`src/rtl/addr_latch_pkg.sv`:
```
package addr_latch_pkg;

  typedef enum logic [1:0] {
    MODE_HOLD  = 2'd0,
    MODE_WRITE = 2'd1,
    MODE_DEMUX = 2'd2,
    MODE_CLEAR = 2'd3
  } bank_mode_t;

  function automatic bank_mode_t decode_mode(input logic en_n, input logic clr_n);
    case ({en_n, clr_n})
      2'b00:   return MODE_DEMUX;
      2'b01:   return MODE_WRITE;
      2'b10:   return MODE_CLEAR;
      default: return MODE_HOLD;
    endcase
  endfunction

endpackage

```
`src/rtl/addr_latch_mode_dec.sv`:
```
module addr_latch_mode_dec
  import addr_latch_pkg::*;
(
  input  logic       en_n,
  input  logic       clr_n,
  output bank_mode_t mode
);

  always_comb begin
    mode = decode_mode(en_n, clr_n);
  end

endmodule

```
`src/rtl/addr_latch_sel_dec.sv`:
```
module addr_latch_sel_dec #(
  parameter int WIDTH = 8,
  parameter int SEL_W = (WIDTH > 1) ? $clog2(WIDTH) : 1
) (
  input  logic [SEL_W-1:0] sel,
  output logic [WIDTH-1:0] hit
);

  for (genvar i = 0; i < WIDTH; i++) begin : g_hit
    localparam logic [SEL_W-1:0] POS = SEL_W'(i);
    assign hit[i] = (sel == POS);
  end

  always_comb begin
    assert ($onehot0(hit)) else $error("a_r6_single_hit: more than one position selected");
  end

endmodule

```
`src/rtl/addr_latch_bit_cell.sv`:
```
module addr_latch_bit_cell
  import addr_latch_pkg::*;
(
  input  logic       clk,
  input  logic       rst,
  input  bank_mode_t mode,
  input  logic       hit,
  input  logic       din,
  output logic       q
);

  logic q_next;

  always_comb begin
    case (mode)
      MODE_DEMUX: q_next = hit & din;
      MODE_WRITE: q_next = hit ? din : q;
      MODE_CLEAR: q_next = 1'b0;
      default:    q_next = q;
    endcase
  end

  always_ff @(posedge clk) begin
    if (rst) q <= 1'b0;
    else     q <= q_next;
  end

  // an unaddressed bit in write mode keeps its value
  a_r4_unaddressed_keep: assert property (@(posedge clk) disable iff (rst)
    (mode == MODE_WRITE && !hit) |=> $stable(q));

  // the addressed bit in write mode takes the data bit
  a_r4_addressed_take: assert property (@(posedge clk) disable iff (rst)
    (mode == MODE_WRITE && hit) |=> (q == $past(din)));

endmodule

```
`src/rtl/addr_latch_bank.sv`:
```
module addr_latch_bank
  import addr_latch_pkg::*;
#(
  parameter int WIDTH = 8,
  parameter int SEL_W = (WIDTH > 1) ? $clog2(WIDTH) : 1
) (
  input  logic             clk,
  input  logic             rst,
  input  logic             din,
  input  logic [SEL_W-1:0] sel,
  input  logic             en_n,
  input  logic             clr_n,
  output logic [WIDTH-1:0] q
);

  bank_mode_t       mode;
  logic [WIDTH-1:0] hit;

  addr_latch_mode_dec u_mode (
    .en_n  (en_n),
    .clr_n (clr_n),
    .mode  (mode)
  );

  addr_latch_sel_dec #(
    .WIDTH (WIDTH),
    .SEL_W (SEL_W)
  ) u_sel (
    .sel (sel),
    .hit (hit)
  );

  for (genvar i = 0; i < WIDTH; i++) begin : g_bit
    addr_latch_bit_cell u_cell (
      .clk  (clk),
      .rst  (rst),
      .mode (mode),
      .hit  (hit[i]),
      .din  (din),
      .q    (q[i])
    );
  end

  // reset empties the bank
  a_r1_reset_empty: assert property (@(posedge clk)
    rst |=> (q == '0));

  // memory mode holds the bank
  a_r3_hold: assert property (@(posedge clk) disable iff (rst)
    (en_n && clr_n) |=> $stable(q));

  // clear mode zeroes the bank
  a_r5_clear: assert property (@(posedge clk) disable iff (rst)
    (en_n && !clr_n) |=> (q == '0));

  // demultiplex mode leaves at most one bit set
  a_r2_demux_single: assert property (@(posedge clk) disable iff (rst)
    (!en_n && !clr_n) |=> ($countones(q) <= 1));

  // demultiplex mode with data 0 leaves the bank empty
  a_r2_demux_zero: assert property (@(posedge clk) disable iff (rst)
    (!en_n && !clr_n && !din) |=> (q == '0));

endmodule

```
`config.mk`:
```
export PLATFORM = sky130hd
export DESIGN_NAME = addr_latch_bank
export DESIGN_NICKNAME = d
export VERILOG_FILES = /design/src/rtl/addr_latch_pkg.sv /design/src/rtl/addr_latch_mode_dec.sv /design/src/rtl/addr_latch_sel_dec.sv /design/src/rtl/addr_latch_bit_cell.sv /design/src/rtl/addr_latch_bank.sv
export SDC_FILE = /design/constraint.sdc
export NUM_CORES = 1
export LEC_CHECK = 0
export ABC_AREA = 1
export BUFFER_PORTS_ARGS = -buffer_cell sky130_fd_sc_hd__buf_2
export CAP_MARGIN = 25
export CELL_PAD_IN_SITES_DETAIL_PLACEMENT = 0
export CELL_PAD_IN_SITES_GLOBAL_PLACEMENT = 1
export CORE_UTILIZATION = 36
export DETAILED_ROUTE_END_ITERATION = 10
export PLACE_DENSITY_LB_ADDON = 0.3
export SLEW_MARGIN = 25
export SYNTH_ARGS = -nofsm -noshare
export SYNTH_HDL_FRONTEND = slang
export SYNTH_SLANG_ARGS = --single-unit
```
`constraint.sdc`:
```
create_clock -name clk -period 1.5 [get_ports clk]
set_input_delay 0.075 -clock clk [delete_from_list [all_inputs] [get_ports clk]]
set_output_delay 0.075 -clock clk [all_outputs]
set_load 0.005 [all_outputs]
```
## Yosys cells after proc, flatten, opt, wreduce, memory -nomap -nowiden

Index checks and enable logic that the tools add are counted.

| cells by class | value |
|---|---|
| equal/unequal tests | 20 |
| mux-type cells | 17 |
| bitwise gates (word level) | 8 |
| reductions and logical operators | 11 |

Operators with widths:

| operator | number |
|---|---|
| 1-bit case mux with 3 select lines | 8 |
| 2-bit by 1-bit inequality test with 1-bit output (second input constant) | 8 |
| 2-bit AND reduction | 8 |
| 3-bit == test (second input constant) | 4 |
| 1-bit bitwise AND | 8 |
| 1-bit 2-to-1 mux | 8 |
| 2-bit == test (second input constant) | 3 |
| 3-bit by 2-bit == test with 1-bit output (second input constant) | 2 |
| 2-bit case mux with 3 select lines | 1 |
| 2-bit by 1-bit == test with 1-bit output (second input constant) | 2 |
| 3-bit by 1-bit == test with 1-bit output (second input constant) | 1 |
| 3-bit logical NOT | 1 |
| 3-bit nonzero test | 1 |
| 2-bit logical NOT | 1 |

| storage, ports and cells | value |
|---|---|
| flip-flop bits (word level) | 8 |
| input port bits | 8 |
| logic and storage cells | 64 |

## Logic depth before layout (Yosys ltp)

Gate-level depths: netlist of run 1.

| depth | value |
|---|---|
| depth in word-level cells | 5 |
| gate-level depth with buffers | 8 |
| mapped depth without buffers | 8 |

## Modules after synthesis

Synthesis of run 1 repeated with hierarchy kept, for this count alone.

| unflattened totals | value |
|---|---|
| cell total of the unflattened synthesis | 110 |
| area, all modules | 680.7 um^2 |

Modules (own cells, without submodules):

| module | instances | cells an instance | area each (um^2) | seq. area each (um^2) |
|---|---|---|---|---|
| addr_latch_bit_cell | 8 | 11 | 72.6 | 20.0 |
| addr_latch_sel_dec | 1 | 15 | 56.3 | 0.0 |
| addr_latch_mode_dec | 1 | 7 | 43.8 | 0.0 |

## Worst setup path after synthesis of run 1

OpenSTA, ideal clock, no wires.

| timing | value |
|---|---|
| path type | input to register |
| start point | in en_n |
| end point | reg g_bit[4].u_cell.q |
| setup time | 0.114 ns |
| arrival time | 0.854 ns |
| data required time | 1.386 ns |
| path slack | 0.533 ns |
| cell stages on the path | 8 |
| cell sequence | inv_1 -> ha_1 -> nand2_1 -> inv_1 -> nand3_1 -> nand2_1 -> nor2_1 -> nor2_2 |

| on the way | value |
|---|---|
| cells in the longest elaborated chain, start to end | 5 |
| elaborated cells on any way between the ends | 11 |
| those cells by class | 6 x eq/ne; 2 x mux; 3 x reduce/logical |

RTL lines:

| what | line | text |
|---|---|---|
| start: declaration | addr_latch_bank.sv:11 | `input logic en_n,` |
| 2-bit == test (tied with other cells) | addr_latch_pkg.sv:11 | `case ({en_n, clr_n})` |
| 2-bit case mux with 3 select lines * | addr_latch_pkg.sv:11 |  |
| 2-bit by 1-bit == test with 1-bit output or 2-bit == test (tied branches) | addr_latch_bit_cell.sv:15 | `case (mode)` |
| 2-bit by 1-bit inequality test with 1-bit output (no source line) or 3-bit nonzero test (tied branches) | - |  |
| 2-bit AND reduction (no source line) | - |  |
| end signal: assignment | addr_latch_bit_cell.sv:25 | `else q <= q_next;` |
| end: declaration | addr_latch_bit_cell.sv:9 | `output logic q` |

Every way passes the cells marked *; elsewhere a longest branch is shown, timed or not.
A chain may end at the register's enable or synchronous reset.

## Worst setup path in the final report of run 1

Same ends and word-level chain as after synthesis.

==> flow_summary.toml, run 1 <==
[setup_path]
crit_fanout = 7
crit_slowest_cell = "ha_1"
startpoint = "en_n"
critPathRequiredTime_ns = 1.65
r2r_start = "g_bit[4].u_cell.q"
crit_chain = "buf_2, inv_1, ha_1, nand2_1, inv_1, nand3_1, nand2_1, nor2_1, nor2_2"
endpoint_kind = "flop"
critical-path-max-stage-delay_ns = 0.30
critPathKind = "in2reg"
crit_arrival_ns = 1.09
start_kind = "primary input"

[place]
dp_hpwl_um = 820
place_congestion = 0.805
io_buffers = 15
dp_slack_ns = 0.319

[timing]
worst_pin_slew_ns = 0.261
clock_skew_ns = 0
layout_min_cycle_time_ns = 0.937
rsz0062_at_grt = "false"
report.final.slew_viol_count = 0
setup_viol = 0
fin_crit_sh = 0.625
fin_ws_ns = 0.563
setup_tns_ns = 0
hold_viol = 0
fmax_mhz = 1070
slew_headroom = 0.826

[power]
p_leak_nw = 0.386
pwr-share-clk = 0.311
pwr_density_cell_nw_per_um2 = 810
intPower_w = 0.000375
switching_share = 0.308
seqPwrFrac = 0.438
power_frac_comb = 0.251
power_switching_w = 0.000167
irDropWorstVdd_v = 0.000412

[layout]
top_regs = "g_bit.u_cell.q (8)"
final_common_cell = "nand2_1"
regMostFlops = "g_bit.u_cell.q"
multiInputGateArea_um2 = 325
fillers = 180
area_growth_pct = 9.41
final_cell_mix = "37 x nand2_1, 15 x buf_2, 14 x nor2_1, 10 x inv_2"
antenna_cells = 0
largest_register_ff_count = 8
seq_area_um2 = 160
drive_gt1_frac = 0.292
finalNetCount = 126

[route]
routed_wl_um = 1100
postRouteAntennaNets = 0
drc = 0
routed_via_density = 4.38
wl_per_cell_um = 8.53
route.vias.total = 565
firstDrtPassIters = 4
drt_iter0_drc = 20

[yosys]
yosys_warnings = 0
synth_fa_ha_area_frac = 0.0613
synth_xor_area_frac = 0
synth_top_family_by_area = "simple AND/OR/NAND/NOR gates"
syn-num-nets = 114
synth-simple-area-share = 0.421
synthMuxAreaShare = 0
synth_area_um2 = 612
synth_compound_area_frac = 0.0491
synth_seq_cells = 8
synthCells = 103
yosysSeqAreaShare = 0.262
avgSynthCellArea_um2 = 5.94
ys_types = 12

[cts]
clk_pin_slew_ns = 0.06
htree_levels = 1
cts_sinks = 8
postCtsSetupRepairBufs = 0
cts_tree = "built"
cts-resized-gates = 0
clk_latency_ns = 0.25
ctsLongestPathBuffers = 2
root_buffer = "clkbuf_4"
cts_buffers = 3
ctsHoldBuffers = 0

[run_status]
outcome = "finished, final reports clean"

[die]
io_pins = 16
core_um2 = 1540
die_area_um2 = 1870
fp-row-count = 14
dieHeight_um = 43.2
start_util = 0.397
die_w_um = 43.2

[global_route]
grt_max_degree = 9
antenna_found_initial = 0
grt_pass1_wl_um = 1870
grt_pass1_vias = 449
grt_overflow = 0
grt_use_total = 0.138

[run]
maxCapViolCount = 0

[hold_path]
hold_path.class = "in2reg"
min-delay-start = "rst"
==> worst max-delay path, delay by kind of cell <==
kind	cells	cell delay, ns
buf+inv	3	0.22
simple gates	5	0.50
fa+ha+maj	1	0.30
==> power groups by stage <==
stage	registers (W)	logic, W	clock network [W]
after floorplan	0.000242	0.000111	0
after global placement	0.000242	0.000135	0
after detailed placement	0.000242	0.000136	0
after CTS	0.000238	0.000137	0.000178
after global routing	0.000239	0.000158	0.000190
final	0.000237	0.000136	0.000169
==> cell type report <==
class | count | share of cell area
clock buffer | 3 | 0.0336
inverter | 15 | 0.0991
multi-input combinational | 72 | 0.486
sequential | 8 | 0.239
tap | 16 | 0.0299
timing repair buffer | 15 | 0.112
==> stage by stage <==
stage | util | cells | hold WS [ns] | power (W) | instance area (µm²)
after floorplan | - | 103 | 0.222 | 0.000353 | 612
after global placement | 0.420 | 126 | 0.380 | 0.000377 | 647
after detailed placement | 0.420 | 126 | 0.384 | 0.000379 | 647
after CTS | 0.434 | 129 | 0.108 | 0.000553 | 669
after global routing | 0.434 | 129 | 0.110 | 0.000587 | 669
final | 0.434 | 129 | 0.113 | 0.000542 | 669
==> synth_stat cells <==
cell type,count,share of area
buf_4,8,0.098
dfxtp_1,8,0.26
ha_1,3,0.061
inv_1,3,0.018
inv_2,10,0.061
inv_6,2,0.029
nand2_1,37,0.23
nand3_1,8,0.065
nand3b_1,1,0.012
nor2_1,14,0.086
nor2_2,3,0.031
o21ai_0,6,0.049
==> path summary, 6_finish.rpt <==
kind                            slack (ns)                 to  depth (start not counted)
worst max-delay path                  0.56  g_bit[4].u_cell.q                          9
worst min-delay path                  0.11  g_bit[5].u_cell.q                          4
worst max register to register        0.91  g_bit[4].u_cell.q                          4
worst min register to register        0.51  g_bit[6].u_cell.q                          4
==> layer usage <==
layer  up-vias  global-route usage  share of wire
met5         -                   0              0
met4         0              0.0909          0.010
met3         2              0.0383          0.042
met2        16               0.173           0.39
met1       222               0.197           0.56
li1        325                   -              -
==> kinds of logic after synthesis <==
family          Yosys count
compound gates            6
fa+ha+maj                 3
flops                     8
simple gates             63
buf+inv                  23
(Power assumes the default switching activity.)
==> run 2: changes to the inputs <==
--- a/config.mk
+++ b/config.mk
@@ -10,7 +10,8 @@
 export CAP_MARGIN = 25
 export CELL_PAD_IN_SITES_DETAIL_PLACEMENT = 0
 export CELL_PAD_IN_SITES_GLOBAL_PLACEMENT = 1
-export CORE_UTILIZATION = 36
+export CORE_ASPECT_RATIO = 1.4
+export CORE_UTILIZATION = 33
 export DETAILED_ROUTE_END_ITERATION = 10
 export PLACE_DENSITY_LB_ADDON = 0.3
 export SLEW_MARGIN = 25
==> constraint.sdc (replaced) <==
create_clock -name clk -period 0.87 [get_ports clk]
set_input_delay 0.0435 -clock clk [delete_from_list [all_inputs] [get_ports clk]]
set_output_delay 0.0435 -clock clk [all_outputs]
set_load 0.005 [all_outputs]
==> run 2 against run 1 <==
  * Total power up 86%
  * Worst hold slack worse by 0.041 ns
  * Critical path depth up 1
  * First-iteration DRC count down 45%
  * Clock power up 83%
  * Largest power group unchanged
  * Highest routed layer unchanged
==> flow_summary.toml, run 2 (synthesis results as in run 1) <==
[hold_path]
hold_path.class = "in2reg"
min-delay-start = "rst"

[power]
irDropWorstVdd_v = 0.000517
p_leak_nw = 0.416
pwr_density_cell_nw_per_um2 = 1330

[die]
die_area_um2 = 2030
fp-row-count = 18
start_util = 0.348
dieHeight_um = 52.9
core_um2 = 1760
io_pins = 16
die_w_um = 38.4

[timing]
rsz0062_at_grt = "true"
clock_skew_ns = 0
hold_viol = 0
fin_ws_ns = 0.0891
fmax_mhz = 1280
layout_min_cycle_time_ns = 0.781
fin_crit_sh = 0.898
slew_headroom = 0.820
worst_pin_slew_ns = 0.269
report.final.slew_viol_count = 0
setup_viol = 0

[place]
io_buffers = 15
place_congestion = 0.739
dp_hpwl_um = 901
place_area_um2 = 709
dp_slack_ns = -0.240

[layout]
largest_register_ff_count = 8
seq_area_um2 = 160
fillers = 208
antenna_cells = 0
final_common_cell = "nand2_1"
top_regs = "g_bit.u_cell.q (8)"
final_cell_mix = "36 x nand2_1, 14 x nor2_1, 14 x buf_2, 10 x inv_2"
multiInputGateArea_um2 = 340
area_growth_pct = 23.3
final_area_um2 = 754
regMostFlops = "g_bit.u_cell.q"
drive_gt1_frac = 0.347
finalNetCount = 131

[cts]
htree_levels = 1
cts_sinks = 8
cts_tree = "built"
ctsHoldBuffers = 0
cts_buffers = 3
root_buffer = "clkbuf_4"
ctsLongestPathBuffers = 2
clk_pin_slew_ns = 0.06
clk_latency_ns = 0.27

[setup_path]
crit_arrival_ns = 0.95
start_kind = "primary input"
crit_slowest_cell = "ha_4"
critical-path-max-stage-delay_ns = 0.19
endpoint_kind = "flop"
critPathRequiredTime_ns = 1.04
critPathKind = "in2reg"
startpoint = "en_n"
crit_fanout = 2
crit_chain = "buf_8, inv_6, ha_4, buf_4, nand2_2, inv_1, nand3_1, nand2_1, nor2_1, nor2_2"
r2r_start = "g_bit[6].u_cell.q"

[run]
maxCapViolCount = 0

[route]
routed_via_density = 4.44
firstDrtPassIters = 4
postRouteAntennaNets = 0
drc = 0
drt_iter0_drc = 11
route.vias.total = 613
routed_wl_um = 1220
wl_per_cell_um = 8.83

[global_route]
grt_overflow = 0
grt_pass1_vias = 548
antenna_found_initial = 0
grt_pass1_wl_um = 2170
grt_use_total = 0.155
grt_max_degree = 9

[run_status]
outcome = "finished, final reports clean"
## run 2: metal layers
layer	global-route usage	vias up	part of all wire	wire length [µm]
met5	0	-	0	0
met1	0.185	253	0.48	580
met2	0.237	21	0.44	536
li1	-	334	-	-
met4	0.121	0	0.039	48
met3	0.0252	5	0.044	54
## run 2: area by class of cell
class / count / area share
repair buffers: 20 / 0.179
clock buffers: 3 / 0.0299
flip-flops and latches: 8 / 0.212
multi-input cells: 72 / 0.451
well taps: 20 / 0.0332
inverters: 15 / 0.0945
## run 2: worst paths after layout
kind	to	slack (ns)	cells past startpoint
hold / removal	g_bit[7].u_cell.q	0.07	4
setup reg to reg	g_bit[6].u_cell.q	0.27	4
setup / recovery	g_bit[4].u_cell.q	0.09	10
hold reg to reg	g_bit[2].u_cell.q	0.51	4
## run 2: metrics by stage
step                      hold slack [ns]  utilization  power [W]  cells  TNS, ns
after floorplan                     0.191            -   0.000618    103        0
after global placement              0.347        0.404   0.000689    134    -1.45
after detailed placement            0.352        0.404   0.000692    134    -1.81
after CTS                          0.0649        0.417    0.00101    137        0
after global routing               0.0914        0.429    0.00107    138  -0.0135
final                              0.0716        0.429    0.00101    138        0
## run 2: power by group
group	total [W]	switching, W	internal [W]
sequential	0.000410	0.0000149	0.000395
combinational	0.000287	0.000155	0.000132
clock	0.000310	0.000150	0.000159
total	0.00101	0.000320	0.000686
## run 2: timing repair
action	CTS	global route
resized for setup	0	4
buffers inserted	0	1
endpoints found under the hold margin	0	0
setup endpoints to repair	0	8
## run 2: critical path: cells and delay by family
family	cells	cell delay (ns)
buf+inv	4	0.34
fa+ha+maj	1	0.19
simple gates	5	0.38
==> run 3: changes to the inputs <==
--- a/config.mk
+++ b/config.mk
@@ -13,6 +13,7 @@
 export CORE_ASPECT_RATIO = 1.4
 export CORE_UTILIZATION = 33
 export DETAILED_ROUTE_END_ITERATION = 10
+export MAX_ROUTING_LAYER = met4
 export PLACE_DENSITY_LB_ADDON = 0.3
 export SLEW_MARGIN = 25
 export SYNTH_ARGS = -nofsm -noshare
==> run 3 against run 2 <==
  * Cell area unchanged
  * Register-to-register slack about the same
  * Utilization unchanged
  * Critical path depth unchanged
  * Sequential share of layout area unchanged
  * Wire length unchanged
  * Non-clock buffer count unchanged
  * Clock power about the same
==> flow_summary.toml, run 3 (synthesis results as in run 1) <==
[timing]
fmax_mhz = 1280
report.final.slew_viol_count = 0
layout_min_cycle_time_ns = 0.781
worst_pin_slew_ns = 0.269
fin_ws_ns = 0.0891
clock_skew_ns = 0
rsz0062_at_grt = "true"
hold_viol = 0
slew_headroom = 0.820
hold_slack_ns = 0.0716
fin_crit_sh = 0.898
setup_viol = 0

[setup_path]
critPathKind = "in2reg"
crit_chain = "buf_8, inv_6, ha_4, buf_4, nand2_2, inv_1, nand3_1, nand2_1, nor2_1, nor2_2"
start_kind = "primary input"
crit_fanout = 2
endpoint_kind = "flop"
crit_slowest_cell = "ha_4"
critPathRequiredTime_ns = 1.04
crit_arrival_ns = 0.95
critical-path-max-stage-delay_ns = 0.19

[die]
io_pins = 16
die_w_um = 38.4
dieHeight_um = 52.9
core_um2 = 1760
start_util = 0.348
fp-row-count = 18
die_area_um2 = 2030

[power]
power_frac_comb = 0.285
power_switching_w = 0.000320
pwr-share-clk = 0.308
p_leak_nw = 0.416
irDropWorstVdd_v = 0.000517
pwr_density_cell_nw_per_um2 = 1330
total_power_w = 0.00101
switching_share = 0.318
seqPwrFrac = 0.407
intPower_w = 0.000686

[route]
drc = 0
wl_per_cell_um = 8.83
routed_wl_um = 1220
drt_iter0_drc = 11
routed_via_density = 4.44
firstDrtPassIters = 4
route.vias.total = 613
postRouteAntennaNets = 0

[layout]
antenna_cells = 0
finalNetCount = 131
largest_register_ff_count = 8
fin_cells = 138
final_common_cell = "nand2_1"
final_cell_mix = "36 x nand2_1, 14 x nor2_1, 14 x buf_2, 10 x inv_2"
regMostFlops = "g_bit.u_cell.q"
area_growth_pct = 23.3
top_regs = "g_bit.u_cell.q (8)"
drive_gt1_frac = 0.347

[cts]
htree_levels = 1
ctsHoldBuffers = 0
cts_sinks = 8
cts_tree = "built"
clk_pin_slew_ns = 0.06
ctsLongestPathBuffers = 2
root_buffer = "clkbuf_4"
cts_buffers = 3
clk_latency_ns = 0.27

[global_route]
grt_pass1_wl_um = 2170
grt_use_total = 0.158
grt_max_degree = 9
grt_pass1_vias = 549
antenna_found_initial = 0
grt_overflow = 0

[run]
maxCapViolCount = 0

[place]
dp_slack_ns = -0.240
dpl.cell_count = 134
place_congestion = 0.748
io_buffers = 15
dp_hpwl_um = 901

[hold_path]
hold_path.class = "in2reg"

[run_status]
outcome = "finished, final reports clean"
-- run 3: cell counts in the layout (fill, tap and decap cells not counted) --
No cell type changed its count.
-- run 3: worst max-delay path, delay by kind of cell --
kind	cells	cell delay (ns)
fa+ha+maj	1	0.19
simple gates	5	0.38
buf+inv	4	0.34
-- run 3: worst paths after layout --
kind / from / endpoint / slack [ns] / depth (start not counted)
setup reg to reg: g_bit[6].u_cell.q / g_bit[6].u_cell.q / 0.27 / 4
setup / recovery: en_n / g_bit[4].u_cell.q / 0.09 / 10
hold / removal: rst / g_bit[7].u_cell.q / 0.07 / 4
hold reg to reg: g_bit[2].u_cell.q / g_bit[2].u_cell.q / 0.51 / 4
-- run 3: cell type report --
class                           count  area (µm²)
Fill cell                         208        1000
Multi-Input combinational cell     72         340
Sequential cell                     8         160
Timing Repair Buffer               20         135
Inverter                           15        71.3
Tap cell                           20        25.0
Clock buffer                        3        22.5
-- run 3: through the flow --
stage / TNS (ns) / cell area [µm²] / util
after detailed placement: -1.81 / 709 / 0.404
after global routing: -0.0135 / 754 / 0.429
after CTS: 0 / 732 / 0.417
after global placement: -1.45 / 709 / 0.404
after floorplan: 0 / 627 / -
final: 0 / 754 / 0.429
-- run 3: power groups by stage --
stage                     clock network, W  logic (W)  registers, W
final                             0.000310   0.000287      0.000410
after global placement                   0   0.000272      0.000417
after global routing              0.000331   0.000328      0.000414
after detailed placement                 0   0.000274      0.000418
after CTS                         0.000325   0.000275      0.000410
after floorplan                          0   0.000201      0.000417
-- run 3: metal layers --
layer,wire [µm],GRT usage
met5,0,-
met4,48,0.121
met3,54,0.0252
met2,536,0.237
met1,580,0.185
-- run 3: timing repair --
item,CTS,global route
setup buffers,0,1
setup endpoints to repair,0,8
gates resized for setup,0,4
